==> src/rtl/lane_seq_pkg.sv <==
package lane_seq_pkg;
  localparam logic [7:0] K28_0 = 8'h1C;
  localparam logic [7:0] K28_3 = 8'h7C;
  localparam logic [7:0] K28_4 = 8'h9C;
  localparam logic [7:0] K28_5 = 8'hBC;
  localparam logic [7:0] K28_7 = 8'hFC;

  localparam logic [1:0] MODE_DATA = 2'b00;
  localparam logic [1:0] MODE_ONCE = 2'b01;
  localparam logic [1:0] MODE_TEST = 2'b11;

  typedef enum logic [1:0] {
    ST_WAIT,
    ST_ILAS,
    ST_DATA,
    ST_TEST
  } seq_st_e;

  typedef struct packed {
    logic [1:0] mode;
    logic [7:0] rep;
    logic       dis;
  } seq_cfg_t;
endpackage

==> src/rtl/lane_seq_cfg.sv <==
module lane_seq_cfg
  import lane_seq_pkg::*;
(
  input  logic       clk_i,
  input  logic       rst_ni,
  input  logic       pwdn_i,
  input  logic [1:0] mode_i,
  input  logic [7:0] rep_cnt_i,
  input  logic       align_dis_i,
  output seq_cfg_t   cfg_o
);
  always_ff @(posedge clk_i or negedge rst_ni) begin
    if (!rst_ni)     cfg_o <= '0;
    else if (pwdn_i) cfg_o <= '{mode: mode_i, rep: rep_cnt_i, dis: align_dis_i};
  end

  AST_CFG_HOLD: assert property (@(posedge clk_i) disable iff (!rst_ni)
    !pwdn_i |=> $stable(cfg_o));
endmodule

==> src/rtl/lane_seq_cnt.sv <==
module lane_seq_cnt #(
  parameter int unsigned OCT_PER_FRAME = 2,
  parameter int unsigned FRAMES_PER_MF = 4
) (
  input  logic       clk_i,
  input  logic       rst_ni,
  input  logic       clr_i,
  input  logic       ilas_i,
  output logic       frame_last_o,
  output logic       mf_first_o,
  output logic       mf_last_o,
  output logic       cfg_slot_o,
  output logic       seq_end_o,
  output logic [7:0] seq_cnt_o
);
  localparam int unsigned L  = OCT_PER_FRAME * FRAMES_PER_MF;
  localparam int unsigned PW = (L > 1) ? $clog2(L) : 1;
  localparam int unsigned FW = (OCT_PER_FRAME > 1) ? $clog2(OCT_PER_FRAME) : 1;
  localparam logic [PW-1:0] POS_LAST = PW'(L - 1);
  localparam logic [FW-1:0] OCT_LAST = FW'(OCT_PER_FRAME - 1);

  logic [PW-1:0] pos_q;
  logic [FW-1:0] oct_q;
  logic [1:0]    mf_q;

  assign frame_last_o = (oct_q == OCT_LAST);
  assign mf_first_o   = (pos_q == '0);
  assign mf_last_o    = (pos_q == POS_LAST);
  assign cfg_slot_o   = (mf_q == 2'd1) && (pos_q == PW'(1));
  assign seq_end_o    = mf_last_o && (mf_q == 2'd3);

  always_ff @(posedge clk_i or negedge rst_ni) begin
    if (!rst_ni) begin
      pos_q <= '0; oct_q <= '0; mf_q <= '0; seq_cnt_o <= '0;
    end else if (clr_i) begin
      pos_q <= '0; oct_q <= '0; mf_q <= '0; seq_cnt_o <= '0;
    end else begin
      oct_q <= frame_last_o ? '0 : oct_q + FW'(1);
      pos_q <= mf_last_o ? '0 : pos_q + PW'(1);
      if (mf_last_o) mf_q <= mf_q + 2'd1;
      if (ilas_i && seq_end_o) seq_cnt_o <= seq_cnt_o + 8'd1;
    end
  end

  AST_FRAME_ALIGN: assert property (@(posedge clk_i) disable iff (!rst_ni)
    mf_first_o |-> (oct_q == '0));
endmodule

==> src/rtl/lane_seq_fsm.sv <==
module lane_seq_fsm
  import lane_seq_pkg::*;
(
  input  logic       clk_i,
  input  logic       rst_ni,
  input  logic       pwdn_i,
  input  logic       sync_i,
  input  seq_cfg_t   cfg_i,
  input  logic       seq_end_i,
  input  logic [7:0] seq_cnt_i,
  output seq_st_e    st_o
);
  seq_st_e st_d;

  always_comb begin
    st_d = st_o;
    if (pwdn_i || !sync_i) st_d = ST_WAIT;
    else begin
      unique case (st_o)
        ST_WAIT: begin
          if (cfg_i.mode == MODE_ONCE)      st_d = ST_ILAS;
          else if (cfg_i.mode == MODE_TEST) st_d = ST_TEST;
          else                              st_d = ST_DATA; // 00 and reserved 10
        end
        ST_ILAS: if (seq_end_i && seq_cnt_i == cfg_i.rep) st_d = ST_DATA;
        default: st_d = st_o;
      endcase
    end
  end

  always_ff @(posedge clk_i or negedge rst_ni) begin
    if (!rst_ni) st_o <= ST_WAIT;
    else         st_o <= st_d;
  end

  AST_PDN_WAIT: assert property (@(posedge clk_i) disable iff (!rst_ni)
    pwdn_i |=> st_o == ST_WAIT);
  AST_NOSYNC_WAIT: assert property (@(posedge clk_i) disable iff (!rst_ni)
    !sync_i |=> st_o == ST_WAIT);
  AST_TEST_STAYS: assert property (@(posedge clk_i) disable iff (!rst_ni)
    (st_o == ST_TEST && sync_i && !pwdn_i) |=> st_o == ST_TEST);
endmodule

==> src/rtl/lane_seq_mux.sv <==
module lane_seq_mux
  import lane_seq_pkg::*;
(
  input  logic       clk_i,
  input  logic       rst_ni,
  input  logic       pwdn_i,
  input  logic       sync_i,
  input  seq_st_e    st_i,
  input  logic       dis_i,
  input  logic       frame_last_i,
  input  logic       mf_first_i,
  input  logic       mf_last_i,
  input  logic       cfg_slot_i,
  input  logic [7:0] data_i,
  input  logic       ctrl_i,
  output logic [7:0] data_o,
  output logic       ctrl_o
);
  logic [7:0] prev_q;
  logic       prev_vld_q;
  logic [7:0] data_d;
  logic       ctrl_d;
  logic       live;

  assign live = !pwdn_i && sync_i;

  always_comb begin
    data_d = data_i;
    ctrl_d = ctrl_i;
    if (pwdn_i) begin
      data_d = '0; ctrl_d = 1'b0;
    end else if (!sync_i || st_i == ST_WAIT) begin
      data_d = K28_5; ctrl_d = 1'b1;
    end else if (st_i == ST_ILAS || st_i == ST_TEST) begin
      if (mf_first_i)      begin data_d = K28_0; ctrl_d = 1'b1; end
      else if (mf_last_i)  begin data_d = K28_3; ctrl_d = 1'b1; end
      else if (cfg_slot_i) begin data_d = K28_4; ctrl_d = 1'b1; end
    end else if (!dis_i && frame_last_i && prev_vld_q && !ctrl_i && data_i == prev_q) begin
      data_d = mf_last_i ? K28_3 : K28_7;
      ctrl_d = 1'b1;
    end
  end

  // previous frame-end octet, kept as received (not as substituted)
  always_ff @(posedge clk_i or negedge rst_ni) begin
    if (!rst_ni) begin
      prev_q <= '0; prev_vld_q <= 1'b0;
    end else if (live && st_i == ST_DATA) begin
      if (frame_last_i) begin
        prev_q <= data_i; prev_vld_q <= 1'b1;
      end
    end else begin
      prev_vld_q <= 1'b0;
    end
  end

  always_ff @(posedge clk_i or negedge rst_ni) begin
    if (!rst_ni) begin
      data_o <= '0; ctrl_o <= 1'b0;
    end else begin
      data_o <= data_d; ctrl_o <= ctrl_d;
    end
  end

  AST_PDN_QUIET: assert property (@(posedge clk_i) disable iff (!rst_ni)
    pwdn_i |=> (data_o == 8'h00 && !ctrl_o));
  AST_WAIT_K285: assert property (@(posedge clk_i) disable iff (!rst_ni)
    (!pwdn_i && !sync_i) |=> (data_o == K28_5 && ctrl_o));
  AST_DIS_PASS: assert property (@(posedge clk_i) disable iff (!rst_ni)
    (live && st_i == ST_DATA && dis_i) |=> (data_o == $past(data_i) && ctrl_o == $past(ctrl_i)));
endmodule

==> src/rtl/lane_seq_ctrl.sv <==
module lane_seq_ctrl
  import lane_seq_pkg::*;
#(
  parameter int unsigned OCT_PER_FRAME = 2,
  parameter int unsigned FRAMES_PER_MF = 4
) (
  input  logic       clk_i,
  input  logic       rst_ni,
  input  logic       pwdn_i,
  input  logic [1:0] mode_i,
  input  logic [7:0] rep_cnt_i,
  input  logic       align_dis_i,
  input  logic       sync_i,
  input  logic [7:0] data_i,
  input  logic       ctrl_i,
  output logic [7:0] data_o,
  output logic       ctrl_o
);
  seq_cfg_t   cfg;
  seq_st_e    st;
  logic       frame_last, mf_first, mf_last, cfg_slot, seq_end;
  logic [7:0] seq_cnt;
  logic       cnt_clr;

  assign cnt_clr = pwdn_i || !sync_i || st == ST_WAIT;

  lane_seq_cfg i_cfg (
    .clk_i, .rst_ni, .pwdn_i, .mode_i, .rep_cnt_i, .align_dis_i,
    .cfg_o (cfg)
  );

  lane_seq_cnt #(
    .OCT_PER_FRAME (OCT_PER_FRAME),
    .FRAMES_PER_MF (FRAMES_PER_MF)
  ) i_cnt (
    .clk_i, .rst_ni,
    .clr_i        (cnt_clr),
    .ilas_i       (st == ST_ILAS),
    .frame_last_o (frame_last),
    .mf_first_o   (mf_first),
    .mf_last_o    (mf_last),
    .cfg_slot_o   (cfg_slot),
    .seq_end_o    (seq_end),
    .seq_cnt_o    (seq_cnt)
  );

  lane_seq_fsm i_fsm (
    .clk_i, .rst_ni, .pwdn_i, .sync_i,
    .cfg_i     (cfg),
    .seq_end_i (seq_end),
    .seq_cnt_i (seq_cnt),
    .st_o      (st)
  );

  lane_seq_mux i_mux (
    .clk_i, .rst_ni, .pwdn_i, .sync_i,
    .st_i         (st),
    .dis_i        (cfg.dis),
    .frame_last_i (frame_last),
    .mf_first_i   (mf_first),
    .mf_last_i    (mf_last),
    .cfg_slot_i   (cfg_slot),
    .data_i, .ctrl_i, .data_o, .ctrl_o
  );
endmodule

==> config.mk <==
export PLATFORM = sky130hd
export DESIGN_NAME = lane_seq_ctrl
export DESIGN_NICKNAME = d
export VERILOG_FILES = /design/src/rtl/lane_seq_pkg.sv /design/src/rtl/lane_seq_cfg.sv /design/src/rtl/lane_seq_cnt.sv /design/src/rtl/lane_seq_fsm.sv /design/src/rtl/lane_seq_mux.sv /design/src/rtl/lane_seq_ctrl.sv
export SDC_FILE = /design/constraint.sdc
export NUM_CORES = 1
export LEC_CHECK = 0
export BUFFER_PORTS_ARGS = -buffer_cell sky130_fd_sc_hd__buf_2
export CELL_PAD_IN_SITES_DETAIL_PLACEMENT = 2
export CELL_PAD_IN_SITES_GLOBAL_PLACEMENT = 2
export CORE_MARGIN = 10
export CORE_UTILIZATION = 30
export DETAILED_ROUTE_END_ITERATION = 10
export GPL_ROUTABILITY_DRIVEN = 0
export GPL_TIMING_DRIVEN = 0
export PLACE_DENSITY_LB_ADDON = 0.2
export SLEW_MARGIN = 20
export SYNTH_ARGS = -nofsm -noshare
export SYNTH_HDL_FRONTEND = slang
export SYNTH_SLANG_ARGS = --single-unit
==> constraint.sdc <==
create_clock -name clk_i -period 1.5 [get_ports clk_i]
set_input_delay 0.45 -clock clk_i [delete_from_list [all_inputs] [get_ports clk_i]]
set_output_delay 0.45 -clock clk_i [all_outputs]
set_load 0.02 [all_outputs]
==> results of run 1 <==
[critical path: stages (launching register included)]
cell	delay, ns
dfrtp_1	0.43
ha_4	0.19
ha_4	0.16
buf_8	0.12
buf_4	0.13
nor3_1	0.24
nand4_1	0.17
o221ai_2	0.10
[worst paths after layout]
kind,to,cells past startpoint
min in group clk_i,i_cfg.cfg_o[5]$_DFFE_PN0P_,2
hold reg to reg,i_mux.prev_vld_q$_DFFE_PN0P_,1
setup reg to reg,i_mux.data_o[7]$_DFF_PN0_,7
max in group asynchronous,i_cnt.seq_cnt_o[3]$_DFFE_PN0P_,1
setup / recovery,i_mux.data_o[7]$_DFF_PN0_,7
hold / removal,i_mux.data_o[4]$_DFF_PN0_,1
[kinds of logic after synthesis]
logic type	count (synthesis)	synth area share (%)
muxes	19	9.612
and+or+nand+nor	64	15.91
xor gates and xnor gates	24	9.443
DFF	45	50.59
AOI/OAI and AO/OA	26	8.150
buffers and inverters	13	2.361
adders and majority gates	7	3.935
[power by group through the flow]
stage	Combinational [mW]	Sequential, mW	Clock [mW]
global route	0.415	1.33	1.19
floorplan	0.172	1.35	0
finish	0.377	1.32	1.09
global placement	0.308	1.34	0
detailed placement	0.316	1.35	0
CTS	0.338	1.32	1.14
[timing repair]
action | CTS | global route
pin swaps | 15 | 11
buffers inserted | 7 | 6
resized for setup | 22 | 22
setup endpoints to repair | 32 | 29
hold endpoints to repair | 0 | 0
[metrics by stage]
stage               hold slack (ns)  setup TNS, ns
finish                       0.1578        -0.9698
global route                 0.1819         -2.645
CTS                          0.3597        -0.9382
detailed placement           0.4708         -10.43
global placement             0.4624         -9.671
floorplan                    0.1544       -0.03947
[cell usage in the layout (no fill, tap or decap), types with 2 or more instances in the layout]
cell,instances
clkbuf_8,5
bufinv_16,2
buf_4,15
buf_2,32
clkbuf_1,2
dfrtp_2,2
a21oi_2,6
nand2_1,5
xor2_1,10
inv_1,5
nor2_1,19
mux2_2,19
ha_1,5
nor3_1,2
a311oi_2,5
ha_4,2
a21o_1,2
nand3_1,2
nand2_2,3
dfrtp_1,43
xnor2_1,12
a21oi_1,2
nand2b_1,4
nand3b_1,2
nand4_1,5
and3_1,2
nor3_2,7
[flip-flops by register name, summed over array words and instances, names as in the netlist]
register            count
i_cfg.cfg_o            11
i_cnt.seq_cnt_o         8
i_mux.data_o            8
i_mux.prev_q            8
i_cnt.pos_q             3
i_cnt.mf_q              2
i_fsm.st_o              2
i_cnt.frame_last_o      1
i_mux.ctrl_o            1
i_mux.prev_vld_q        1
[metal layers]
metal	track usage, %	part of all wire [%]
met4	3.191	1.8
met5	0	0
met2	21.11	54
met3	3.321	3.9
met1	10.97	40
[final cells by class]
| cell class | count | area, um2 | area share [%] |
|---|---|---|---|
| clock inverter | 3 | 65.06 | 2.189 |
| clock buffer | 5 | 68.82 | 2.316 |
| multi-input combinational | 140 | 1266 | 42.61 |
| buffer | 6 | 40.04 | 1.347 |
| tap | 99 | 123.9 | 4.168 |
| inverter | 5 | 18.77 | 0.6316 |
| timing repair buffer | 45 | 260.3 | 8.758 |
| sequential | 45 | 1129 | 37.98 |
==> flow_summary.yaml, run 1 <==
layout:
  n_antenna_cell: 0
  fin_cells: 348
  syn2layout_area_growth_pct: 33.50
  drive_gt1_share_pct: 47.79
  fillers: 771
  final_area_mm2: 0.002972
  final_core_util_pct: 41.19
  final_nets: 279
placed_design:
  numPortBuffers: 32
  dp.final_hpwl_um: 4230
  pre_cts_slack_ns: -0.4699
  placed_cells: 329
  dpl_cell_area_mm2: 0.002536
global_route:
  grt_max_degree: 46
  grt_usage_pct: 10.94
  antenna_found_initial: 0
  grt_pass1_wl_um: 9915
  grt_pass1_vias: 1968
  grt_overflow_total: 0
route:
  ant_nets: 0
  drc: 0
  wl_per_cell_um: 17.96
  via_count: 1722
  wirelength_um: 6251
  viasPerCell: 4.948
  drtIter0Drc: 19
  drtPass1Iterations: 3
hold_path:
  hold_class: "input port to async pin"
synthesis:
  synthTopCellsByCount: "dfrtp_1 (45), mux2_2 (19), nor2_1 (19)"
  yosys_warnings: 0
  synthFlopType: "dfrtp_1"
  ys_ff_latch: 45
  async_flop_share_pct: 100.0
  yosysTopAreaCellShare_pct: 50.59
  yosysMostFrequentCell: "dfrtp_1"
  synth_cell_types: 37
  synth_area_leaders: "dfrtp_1 (51%), mux2_2 (9.6%), xnor2_1 (5.1%)"
  synth_edf_count: 0
  synth_top_area_cell: "dfrtp_1"
  syn_area_mm2: 0.002226
  syn_inst: 198
  avgSynthCellArea_um2: 11.24
  seq_area_frac_synth_pct: 50.59
  syn_nets: 229
cts:
  cts.clk_slew.worst_paths_ns: 0.09
  clk_latency_ns: 0.30
  cts_tree: "yes"
  holdBufCountCts: 0
  numCtsBuffers: 5
  clockBufferDepth: 2
  clock-sinks: 45
  root_buffer: "clkbuf_8"
  cts.htree.levels: 2
power_and_ir_drop:
  power_density_mw_per_mm2: 939.7
  p_clk_share_pct: 39.2
  combinationalPowerShare_pct: 13.5
  power_frac_seq_pct: 47.3
  p_leak_nw: 1.266
  p_sw_uw: 686.1
  total_power_mw: 2.792
  swShare_pct: 24.57
  ir_drop_uv: 393.9
  power.internal_mw: 2.106
die:
  core_area_mm2: 0.007214
  start_util_pct: 30.85
  row_count: 31
  io_pins: 33
  dieWidth_um: 106.1
  dieArea_mm2: 0.01126
  die_y_um: 106.1
worst_setup_path:
  crit_type: "register to register"
  regToRegStartpoint: "i_cnt.pos_q[0]$_DFF_PN0_"
  worst-path-max-fanout: 5
  crit_path_end_kind: "register"
  crit_arrival_ns: 1.84
  reg2reg_slack_ns: -0.12
  critPathLaunch: "i_cnt.pos_q[0]$_DFF_PN0_"
  critPathLaunchType: "register"
  required_ns: 1.71
sta:
  worst_slack_ns: -0.1242
  layout_min_cycle_time_ns: 1.624
  finalMaxSlewViolations: 0
  setup_viol: 14
  tightest_slew_ns: 0.7347
  grt_setup_unrepaired: "yes"
  hold_viol_final: 0
  fmax_mhz: 615.7
  finalCritPeriodShare_pct: 108.3
  slew_headroom_pct: 51.02
  clock-skew-final_ns: 0.006733
run_status:
  violations: "negative setup slack"
  outcome: "finished, violations left"
flow_run:
  max_cap_violations: 0
Note: power is estimated with default switching activity, not from simulation.
==> inputs of run 2 (changes only) <==
Clock period 1.5 ns to 1.7 ns, I/O delays scaled along.
==> run 2 against run 1 <==
  * The flow now finishes without violations
  * Worst hold slack gained 0.042 ns
  * Clock power is 23% lower
  * Power is 18% lower
  * Combinational power down 21%
  * Core utilization fell by 2.7 points
  * Register-to-register slack improved by 0.20 ns
  * Setup slack better by 0.20 ns
  * Critical path type unchanged
  * Largest cell class unchanged
  * Largest power group unchanged
==> flow_summary.yaml, run 2 (synthesized netlist as in run 1, its figures left out) <==
run_status:
  outcome: "finished, final reports clean"
layout:
  syn2layout_area_growth_pct: 24.68
  n_antenna_cell: 0
  fin_cells: 344
  final_nets: 275
  largest_reg_flops: 11
  final_common_cell: "dfrtp_1"
  drive_gt1_share_pct: 36.33
  final_core_util_pct: 38.47
  final_cell_mix: "dfrtp_1 (45), buf_2 (32), nor2_1 (19), mux2_2 (19), xnor2_1 (13)"
  final_area_mm2: 0.002775
  regMostFlops: "i_cfg.cfg_o"
  fillers: 812
die:
  core_area_mm2: 0.007214
  dieArea_mm2: 0.01126
  start_util_pct: 30.85
  dieWidth_um: 106.1
  io_pins: 33
  die_y_um: 106.1
  row_count: 31
worst_setup_path:
  crit_arrival_ns: 1.86
  cp.buffers_inverters: 1
  slowest_stage: "or4_4"
  crit_path_end_kind: "register"
  regToRegStartpoint: "i_cnt.pos_q[0]$_DFF_PN0_"
  crit_type: "register to register"
  worst-path-max-fanout: 7
  required_ns: 1.94
  crit_path_cell_trace: "ha_2, ha_4, buf_6, nand3_2, or4_4, a21oi_2"
  max_stage_delay_ns: 0.49
  crit_family: "simple AND/OR/NAND/NOR gates"
  r2r_end: "i_fsm.st_o[1]$_DFFE_PN0P_"
  reg2reg_slack_ns: 0.08
  rr_worst_depth: 6
  critPathLaunchType: "register"
flow_run:
  max_cap_violations: 0
sta:
  fmax_mhz: 616.4
  tightest_slew_ns: 0.6286
  setup_viol: 0
  clock-skew-final_ns: 0.005616
  finalCritPeriodShare_pct: 95.43
  slew_headroom_pct: 58.09
  finalMaxSlewViolations: 0
  hold_viol_final: 0
  layout_min_cycle_time_ns: 1.622
  grt_setup_unrepaired: "yes"
placed_design:
  numPortBuffers: 32
  dp.final_hpwl_um: 4223
  placed_cells: 329
  dpl_cell_area_mm2: 0.002510
cts:
  cts.clk_slew.worst_paths_ns: 0.09
  clock-sinks: 45
  numCtsBuffers: 5
  holdBufCountCts: 0
  clk_latency_ns: 0.31
  root_buffer: "clkbuf_8"
  cts.htree.levels: 2
  clockBufferDepth: 2
  cts_tree: "yes"
power_and_ir_drop:
  p_clk_share_pct: 36.5
  p_leak_nw: 1.218
  ir_drop_uv: 299.4
  power_density_mw_per_mm2: 829.4
  p_sw_uw: 603.7
  combinationalPowerShare_pct: 12.9
  total_power_mw: 2.302
  swShare_pct: 26.23
  power_frac_seq_pct: 50.6
  power.internal_mw: 1.698
global_route:
  grt_pass1_vias: 1908
  grt_pass1_wl_um: 9742
  grt_overflow_total: 0
  grt_usage_pct: 10.66
  antenna_found_initial: 0
  grt_max_degree: 46
route:
  ant_nets: 0
  drtIter0Drc: 7
  drc: 0
  via_count: 1685
  drtPass1Iterations: 2
  wl_per_cell_um: 16.83
  viasPerCell: 4.898
  wirelength_um: 5790
hold_path:
  hold_class: "input port to async pin"
[run 2: cell count changes in the layout (fill, tap and decap cells not counted), moves of 2 or more]
cell	before	now
a21oi_1	2	7
nand2_1	5	7
nor3_1	2	6
nor3_2	7	3
a311oi_2	5	2
nand2_2	3	1
dfrtp_2	2	0
buf_4	15	10
dfrtp_1	43	45
a21oi_2	6	1
a311oi_1	0	3
[run 2: layout make-up]
cell class | count | area [um2] | area share [%]
plain buffers | 7 | 40.04 | 1.443
clock inverters | 3 | 46.29 | 1.668
inverters | 5 | 18.77 | 0.6763
clock buffers | 5 | 68.82 | 2.480
repair buffers | 40 | 222.7 | 8.025
flip-flops and latches | 45 | 1126 | 40.58
well taps | 99 | 123.9 | 4.463
multi-input cells | 140 | 1129 | 40.67
[run 2: stage by stage]
stage / hold WS [ns] / setup WS [ns] / setup TNS, ns
2_1_floorplan: 0.2144 / 0.06584 / 0
3_3_place_gp: 0.4675 / -0.2656 / -4.765
3_5_place_dp: 0.4801 / -0.2823 / -5.052
4_1_cts: 0.4124 / 0.007758 / 0
5_1_grt: 0.2385 / -0.02084 / -0.04288
6_report: 0.2002 / 0.07774 / 0
[run 2: worst max path at each step]
stage                                         start                     endpoint  slack (ns)  cells past startpoint
after floorplan            i_cnt.pos_q[0]$_DFF_PN0_    i_fsm.st_o[1]$_DFFE_PN0P_        0.07                      6
after global placement                    data_i[4]       i_mux.ctrl_o$_DFF_PN0_       -0.27                      5
after detailed placement                     pwdn_i  i_mux.prev_q[6]$_DFFE_PN0P_       -0.28                      5
after CTS                 i_fsm.st_o[0]$_DFFE_PN0P_       i_mux.ctrl_o$_DFF_PN0_       0.008                      5
after global routing       i_cnt.pos_q[0]$_DFF_PN0_       i_mux.ctrl_o$_DFF_PN0_       -0.02                      7
final                      i_cnt.pos_q[0]$_DFF_PN0_    i_fsm.st_o[1]$_DFFE_PN0P_        0.08                      6
[run 2: what timing repair did]
action	4_1_cts	5_1_grt
gates resized for setup	11	11
setup endpoints to repair	18	23
gates cloned	0	0
pin swaps	1	4
setup buffers	4	4
[run 2: routing by layer]
layer | global-route usage (%) | part of all wire [%]
met4 | 2.998 | 1.2
met2 | 19.04 | 53
met5 | 0 | 0
met1 | 12.04 | 42
met3 | 3.140 | 3.8
[run 2: power groups by stage]
| stage | clock (mW) | combinational, mW | sequential [mW] |
|---|---|---|---|
| finish | 0.841 | 0.296 | 1.17 |
| global route | 0.922 | 0.332 | 1.18 |
| CTS | 0.882 | 0.289 | 1.17 |
| detailed placement | 0 | 0.280 | 1.19 |
| global placement | 0 | 0.273 | 1.18 |
| floorplan | 0 | 0.151 | 1.19 |
